`src/rtl/int_alu_pkg.sv`:
```
package int_alu_pkg;

   localparam int unsigned OP_BITS = 4;

   typedef enum logic [OP_BITS-1:0] {
      OPC_ADD  = 4'd0,
      OPC_ADDU = 4'd1,
      OPC_SUB  = 4'd2,
      OPC_SUBU = 4'd3,
      OPC_AND  = 4'd4,
      OPC_OR   = 4'd5,
      OPC_NOR  = 4'd6,
      OPC_XOR  = 4'd7,
      OPC_SLT  = 4'd8,
      OPC_SLTU = 4'd9
   } alu_opc_e;

   typedef enum logic [2:0] {
      RSEL_NONE  = 3'd0,
      RSEL_SUM   = 3'd1,
      RSEL_BITS  = 3'd2,
      RSEL_LTS   = 3'd3,
      RSEL_LTU   = 3'd4
   } rsel_e;

   typedef enum logic [1:0] {
      BFN_AND = 2'd0,
      BFN_OR  = 2'd1,
      BFN_NOR = 2'd2,
      BFN_XOR = 2'd3
   } bfn_e;

   typedef struct packed {
      logic  invert_b;
      logic  use_adder;
      logic  report_ovf;
      rsel_e rsel;
      bfn_e  bfn;
   } alu_ctrl_t;

endpackage

```
`src/rtl/int_alu_decode.sv`:
```
module int_alu_decode
   import int_alu_pkg::*;
(
   input  logic [OP_BITS-1:0] op,
   output alu_ctrl_t          ctrl
);

   always_comb begin
      ctrl = '{invert_b: 1'b0, use_adder: 1'b0, report_ovf: 1'b0,
               rsel: RSEL_NONE, bfn: BFN_AND};
      case (op)
         OPC_ADD: begin
            ctrl.use_adder  = 1'b1;
            ctrl.report_ovf = 1'b1;
            ctrl.rsel       = RSEL_SUM;
         end
         OPC_ADDU: begin
            ctrl.use_adder = 1'b1;
            ctrl.rsel      = RSEL_SUM;
         end
         OPC_SUB: begin
            ctrl.invert_b   = 1'b1;
            ctrl.use_adder  = 1'b1;
            ctrl.report_ovf = 1'b1;
            ctrl.rsel       = RSEL_SUM;
         end
         OPC_SUBU: begin
            ctrl.invert_b  = 1'b1;
            ctrl.use_adder = 1'b1;
            ctrl.rsel      = RSEL_SUM;
         end
         OPC_AND: begin
            ctrl.rsel = RSEL_BITS;
            ctrl.bfn  = BFN_AND;
         end
         OPC_OR: begin
            ctrl.rsel = RSEL_BITS;
            ctrl.bfn  = BFN_OR;
         end
         OPC_NOR: begin
            ctrl.rsel = RSEL_BITS;
            ctrl.bfn  = BFN_NOR;
         end
         OPC_XOR: begin
            ctrl.rsel = RSEL_BITS;
            ctrl.bfn  = BFN_XOR;
         end
         OPC_SLT: begin
            ctrl.invert_b  = 1'b1;
            ctrl.use_adder = 1'b1;
            ctrl.rsel      = RSEL_LTS;
         end
         OPC_SLTU: begin
            ctrl.invert_b  = 1'b1;
            ctrl.use_adder = 1'b1;
            ctrl.rsel      = RSEL_LTU;
         end
         default: ;
      endcase
   end

   // only the two signed arithmetic codes may enable overflow reporting
   always_comb begin
      if (ctrl.report_ovf)
         p_ovf_enable_r5: assert (op == OPC_ADD || op == OPC_SUB)
            else $error("overflow enabled for op %0d", op);
   end

endmodule

```
`src/rtl/int_alu_adder.sv`:
```
module int_alu_adder #(
   parameter int unsigned WIDTH = 32,
   parameter int unsigned STYLE = 0    // 0: explicit ripple chain, 1: split inferred adder
) (
   input  logic [WIDTH-1:0] a,
   input  logic [WIDTH-1:0] b,
   input  logic             invert_b,
   output logic [WIDTH-1:0] sum,
   output logic             carry_msb_in,
   output logic             carry_out
);

   localparam int unsigned LOW_W = WIDTH - 1;

   if (WIDTH < 2) begin : g_bad_width
      $error("int_alu_adder: WIDTH must be at least 2");
   end
   if (STYLE > 1) begin : g_bad_style
      $error("int_alu_adder: STYLE must be 0 or 1");
   end

   logic [WIDTH-1:0] b_eff;
   logic             cin;

   assign b_eff = b ^ {WIDTH{invert_b}};
   assign cin   = invert_b;

   if (STYLE == 0) begin : g_ripple
      logic [WIDTH:0] c;
      assign c[0] = cin;
      for (genvar i = 0; i < WIDTH; i++) begin : g_bit
         assign sum[i]   = a[i] ^ b_eff[i] ^ c[i];
         assign c[i+1]   = (a[i] & b_eff[i]) | (a[i] & c[i]) | (b_eff[i] & c[i]);
      end
      assign carry_msb_in = c[WIDTH-1];
      assign carry_out    = c[WIDTH];
   end else begin : g_split
      logic [WIDTH-1:0] low;
      assign low = {1'b0, a[LOW_W-1:0]} + {1'b0, b_eff[LOW_W-1:0]}
                 + {{LOW_W{1'b0}}, cin};
      assign carry_msb_in   = low[LOW_W];
      assign sum[LOW_W-1:0] = low[LOW_W-1:0];
      assign sum[WIDTH-1]   = a[WIDTH-1] ^ b_eff[WIDTH-1] ^ carry_msb_in;
      assign carry_out      = (a[WIDTH-1] & b_eff[WIDTH-1])
                            | (a[WIDTH-1] & carry_msb_in)
                            | (b_eff[WIDTH-1] & carry_msb_in);
   end

   // the carry chain agrees with plain wide arithmetic on the effective operand
   always_comb begin
      p_adder_sum_r1: assert ({carry_out, sum} ==
                              ({1'b0, a} + {1'b0, b_eff} + {{WIDTH{1'b0}}, cin}))
         else $error("adder mismatch");
   end

endmodule

```
`src/rtl/int_alu_bitwise.sv`:
```
module int_alu_bitwise
   import int_alu_pkg::*;
#(
   parameter int unsigned WIDTH = 32
) (
   input  logic [WIDTH-1:0] a,
   input  logic [WIDTH-1:0] b,
   input  bfn_e             bfn,
   output logic [WIDTH-1:0] y
);

   for (genvar i = 0; i < WIDTH; i++) begin : g_lane
      always_comb begin
         unique case (bfn)
            BFN_AND: y[i] = a[i] & b[i];
            BFN_OR:  y[i] = a[i] | b[i];
            BFN_NOR: y[i] = ~(a[i] | b[i]);
            BFN_XOR: y[i] = a[i] ^ b[i];
         endcase
      end
   end

endmodule

```
`src/rtl/int_alu.sv`:
```
module int_alu
   import int_alu_pkg::*;
#(
   parameter int unsigned WIDTH       = 32,
   parameter int unsigned ADDER_STYLE = 0
) (
   input  logic [WIDTH-1:0]   a,
   input  logic [WIDTH-1:0]   b,
   input  logic [OP_BITS-1:0] op,
   output logic [WIDTH-1:0]   result,
   output logic               zero,
   output logic               cout,
   output logic               ovf
);

   localparam int unsigned MSB = WIDTH - 1;

   alu_ctrl_t        ctrl;
   logic [WIDTH-1:0] sum;
   logic [WIDTH-1:0] bits;
   logic             c_msb;
   logic             c_top;
   logic             raw_ovf;
   logic             lt_signed;
   logic             lt_unsigned;

   int_alu_decode u_dec (
      .op   (op),
      .ctrl (ctrl)
   );

   int_alu_adder #(.WIDTH(WIDTH), .STYLE(ADDER_STYLE)) u_add (
      .a            (a),
      .b            (b),
      .invert_b     (ctrl.invert_b),
      .sum          (sum),
      .carry_msb_in (c_msb),
      .carry_out    (c_top)
   );

   int_alu_bitwise #(.WIDTH(WIDTH)) u_bits (
      .a   (a),
      .b   (b),
      .bfn (ctrl.bfn),
      .y   (bits)
   );

   assign raw_ovf     = c_msb ^ c_top;
   assign lt_signed   = sum[MSB] ^ raw_ovf;
   assign lt_unsigned = ~c_top;

   always_comb begin
      unique case (ctrl.rsel)
         RSEL_SUM:  result = sum;
         RSEL_BITS: result = bits;
         RSEL_LTS:  result = {{MSB{1'b0}}, lt_signed};
         RSEL_LTU:  result = {{MSB{1'b0}}, lt_unsigned};
         default:   result = '0;
      endcase
   end

   assign zero = ~|result;
   assign cout = ctrl.use_adder & c_top;
   assign ovf  = ctrl.report_ovf & raw_ovf;

   // a flagged signed add needs like-signed operands and a flipped sign
   always_comb begin
      if (ovf && op == OPC_ADD)
         p_no_overflow_r4: assert (a[MSB] == b[MSB] && result[MSB] != a[MSB])
            else $error("add overflow with mixed signs");
   end

   // a flagged signed subtract needs unlike-signed operands
   always_comb begin
      if (ovf && op == OPC_SUB)
         p_sub_overflow_r3: assert (a[MSB] != b[MSB] && result[MSB] != a[MSB])
            else $error("sub overflow with like signs");
   end

   // bitwise codes clear both arithmetic flags
   always_comb begin
      if (ctrl.rsel == RSEL_BITS)
         p_logic_flags_r6: assert (!cout && !ovf)
            else $error("flags set on logic op");
   end

   // compare results occupy bit 0 only
   always_comb begin
      if (op == OPC_SLT || op == OPC_SLTU)
         p_set_shape_r7: assert (result[MSB:1] == '0 && !ovf)
            else $error("compare result malformed");
   end

   // unused codes give an all-zero word and quiet flags
   always_comb begin
      if (op > OPC_SLTU)
         p_unused_quiet_r10: assert (zero && !cout && !ovf)
            else $error("unused op not quiet");
   end

endmodule

```
`config.mk`:
```
export PLATFORM = sky130hd
export DESIGN_NAME = int_alu
export DESIGN_NICKNAME = d
export VERILOG_FILES = /design/src/rtl/int_alu_pkg.sv /design/src/rtl/int_alu_decode.sv /design/src/rtl/int_alu_adder.sv /design/src/rtl/int_alu_bitwise.sv /design/src/rtl/int_alu.sv
export SDC_FILE = /design/constraint.sdc
export NUM_CORES = 1
export LEC_CHECK = 0
export BUFFER_PORTS_ARGS = -buffer_cell sky130_fd_sc_hd__buf_2
export CORE_MARGIN = 1
export CORE_UTILIZATION = 57
export DETAILED_ROUTE_END_ITERATION = 6
export MAX_ROUTING_LAYER = met4
export PLACE_DENSITY = 0.85
export SYNTH_ARGS = -nofsm -noshare
export SYNTH_HDL_FRONTEND = slang
export SYNTH_HIERARCHICAL = 1
export SYNTH_SLANG_ARGS = --single-unit
export TNS_END_PERCENT = 20
```
`constraint.sdc`:
```
create_clock -name vclk -period 15.71
set_input_delay 0.7855 -clock vclk [all_inputs]
set_output_delay 0.7855 -clock vclk [all_outputs]
set_load 0.03 [all_outputs]
```
==> flow_summary.toml <==
[route]
ant_nets = 0
wl_um = 10200
wl_per_cell_um = 14.6
drt_iter0_markers = 177
vias = 3792
drc = 0
vias_per_cell = 5.43
drt-pass1-iter-count = 5

[critical_path]
cp_max_fo = 9
cpMostUsedCell = "fa_1"
critPathSlowestCell = "fa_1"
critical_path_arrival_ns = 14.56
crit_type = "input pin to output port"
start_kind = "input pin"
endpoint_kind = "output port"
worstPathRequired_ns = 14.92
slowest_delay_ns = 0.42

[floorplanning]
die_area_um2 = 7470
fp.dieH_um = 86.4
chipWidth_um = 86.4
core_area_um2 = 6830
num_io_pins = 103
initial_core_util = 0.595
fp-row-count = 30

[logic_synthesis]
synth_top_family_by_area = "adder cells"
syn-cell-area_um2 = 4060
synth.net_count = 685
synth.distinct_cells = 34
synthXorXnorAreaFrac = 0.0795
ys_warn_count = 6
synth_fa_ha_area_frac = 0.348
synth_top_area_share = 0.200
ys_seq_area_frac = 0
synth_cells = 522
yosys.area_share.simple = 0.200
synth_area_leaders = "ha_1 20%, fa_1 15%, inv_1 11%, nor2b_1 8.6%, mux2i_1 8.1%"
yosys-top-cells-count = "124 x inv_1, 65 x ha_1, 56 x nor2b_1"
synthMuxAreaShare = 0.0841
yosys.area.top_type = "ha_1"
post_synth.cell_area_avg_um2 = 7.78
yosysMostFrequentCell = "inv_1"
synth_compound_area_frac = 0.117

[grt]
antenna_found_initial = 0
overflow = 0
grt_pass1_wl_um = 16700
grt_max_degree = 97
track_usage = 0.285
grt_pass1_vias = 3772

[cells_and_area]
antennaDiodeCount = 0
syn_to_final_growth_pct = 11.9
clock_buffers = 0
nets = 767
drive_gt1_frac = 0.198
layout.cells.non_filler = 698
final-seq-area_um2 = 0
nFillCells = 587
seq_cells = 0
design_area_um2 = 4550

[timing]
maxSlewViolCount = 0
min_period_ns = 15.35
fin_crit_sh = 0.977
tightest_slew_ns = 1.23
fin_tns_setup_ns = 0
finalHoldViolCount = 0
max_freq_mhz = 65.1
setup_viol = 0
relSlewSlack = 0.176

[hold_path]
hold_class = "input pin to output port"

[status]
status = "finished clean"

[placed_design]
finalWeightedCongestion = 0.870
port_buffers = 103
dpl.cell_count = 698
dp_hpwl_um = 8380
dpl_cell_area_um2 = 4530

[power_and_ir_drop]
power_density_nw_per_um2 = 45.5
ir_drop_uv = 30.8
p_leak_nw = 2.53

[cts]
cts_setup_buffers = 0
ctsHoldBuffers = 0
cts_resized = 0

[run]
drv_cap = 0
-- layout by cell type (no fill, tap or decap), types with 2 or more instances in the layout --
master	netlist	final
nor2b_1	56	56
and2b_1	9	9
fa_1	30	30
nor2_1	6	4
buf_4	3	4
nand3b_1	3	3
nand4_1	4	4
buf_2	8	103
a22o_1	30	30
nor3_1	34	34
mux2i_1	33	33
inv_1	124	124
nor4_1	14	14
a21oi_1	34	34
xor2_1	3	2
xnor2_1	32	31
nor3b_2	1	3
xor2_2	1	2
ha_1	65	65
o21ai_0	3	3
-- final timing paths --
path	slack [ns]	from	end	depth (start not counted)
worst min-delay path	2.06	op[0]	ovf	4
worst max-delay path	0.36	op[3]	zero	42
-- worst max-delay path, delay by kind of cell --
| family | cells | cell delay, ns |
|---|---|---|
| AO/OA/AOI/OAI | 1 | 0.22 |
| XOR/XNOR | 3 | 0.63 |
| adder cells (fa/ha/maj) | 30 | 11.61 |
| buffers and inverters | 3 | 0.43 |
| AND/OR/NAND/NOR | 5 | 0.86 |
-- cells by family after synthesis --
group,Yosys count
compound gates,71
xor+xnor,36
fa+ha+maj,95
buf+inv,152
mux,34
simple gates,134
-- power by group --
part	leakage, nW	internal [W]	switching [W]
logic	2.53	0.0000787	0.000128
registers	0	0	0
clock network	0	0	0
total	2.53	0.0000787	0.000128
-- area by class of cell --
class / count / area, µm² / share of cell area
tap: 96 / 120 / 0.0264
inverter: 124 / 465 / 0.102
multi-input combinational: 370 / 3400 / 0.749
timing repair buffer: 108 / 557 / 0.122
-- stage by stage --
stage / setup slack [ns] / hold WS, ns / power [W] / util
finish: 0.360 / 2.06 / 0.000207 / 0.666
global route: -0.00139 / 2.09 / 0.000226 / 0.666
global placement: 0.916 / 2.05 / 0.000195 / 0.663
detailed placement: 0.428 / 2.07 / 0.000202 / 0.663
CTS: 0.407 / 2.07 / 0.000204 / 0.663
floorplan: 0.784 / 1.83 / 0.000145 / -
-- routing by layer --
layer | global-route usage | part of all wire | vias up
met1 | 0.348 | 0.41 | 1802
met4 | 0.0773 | 0.024 | 0
li1 | - | - | 1834
met3 | 0.0143 | 0.055 | 28
met2 | 0.512 | 0.51 | 128
met5 | - | 0 | -
No activity file was read; power rests on OpenSTA's default activity.
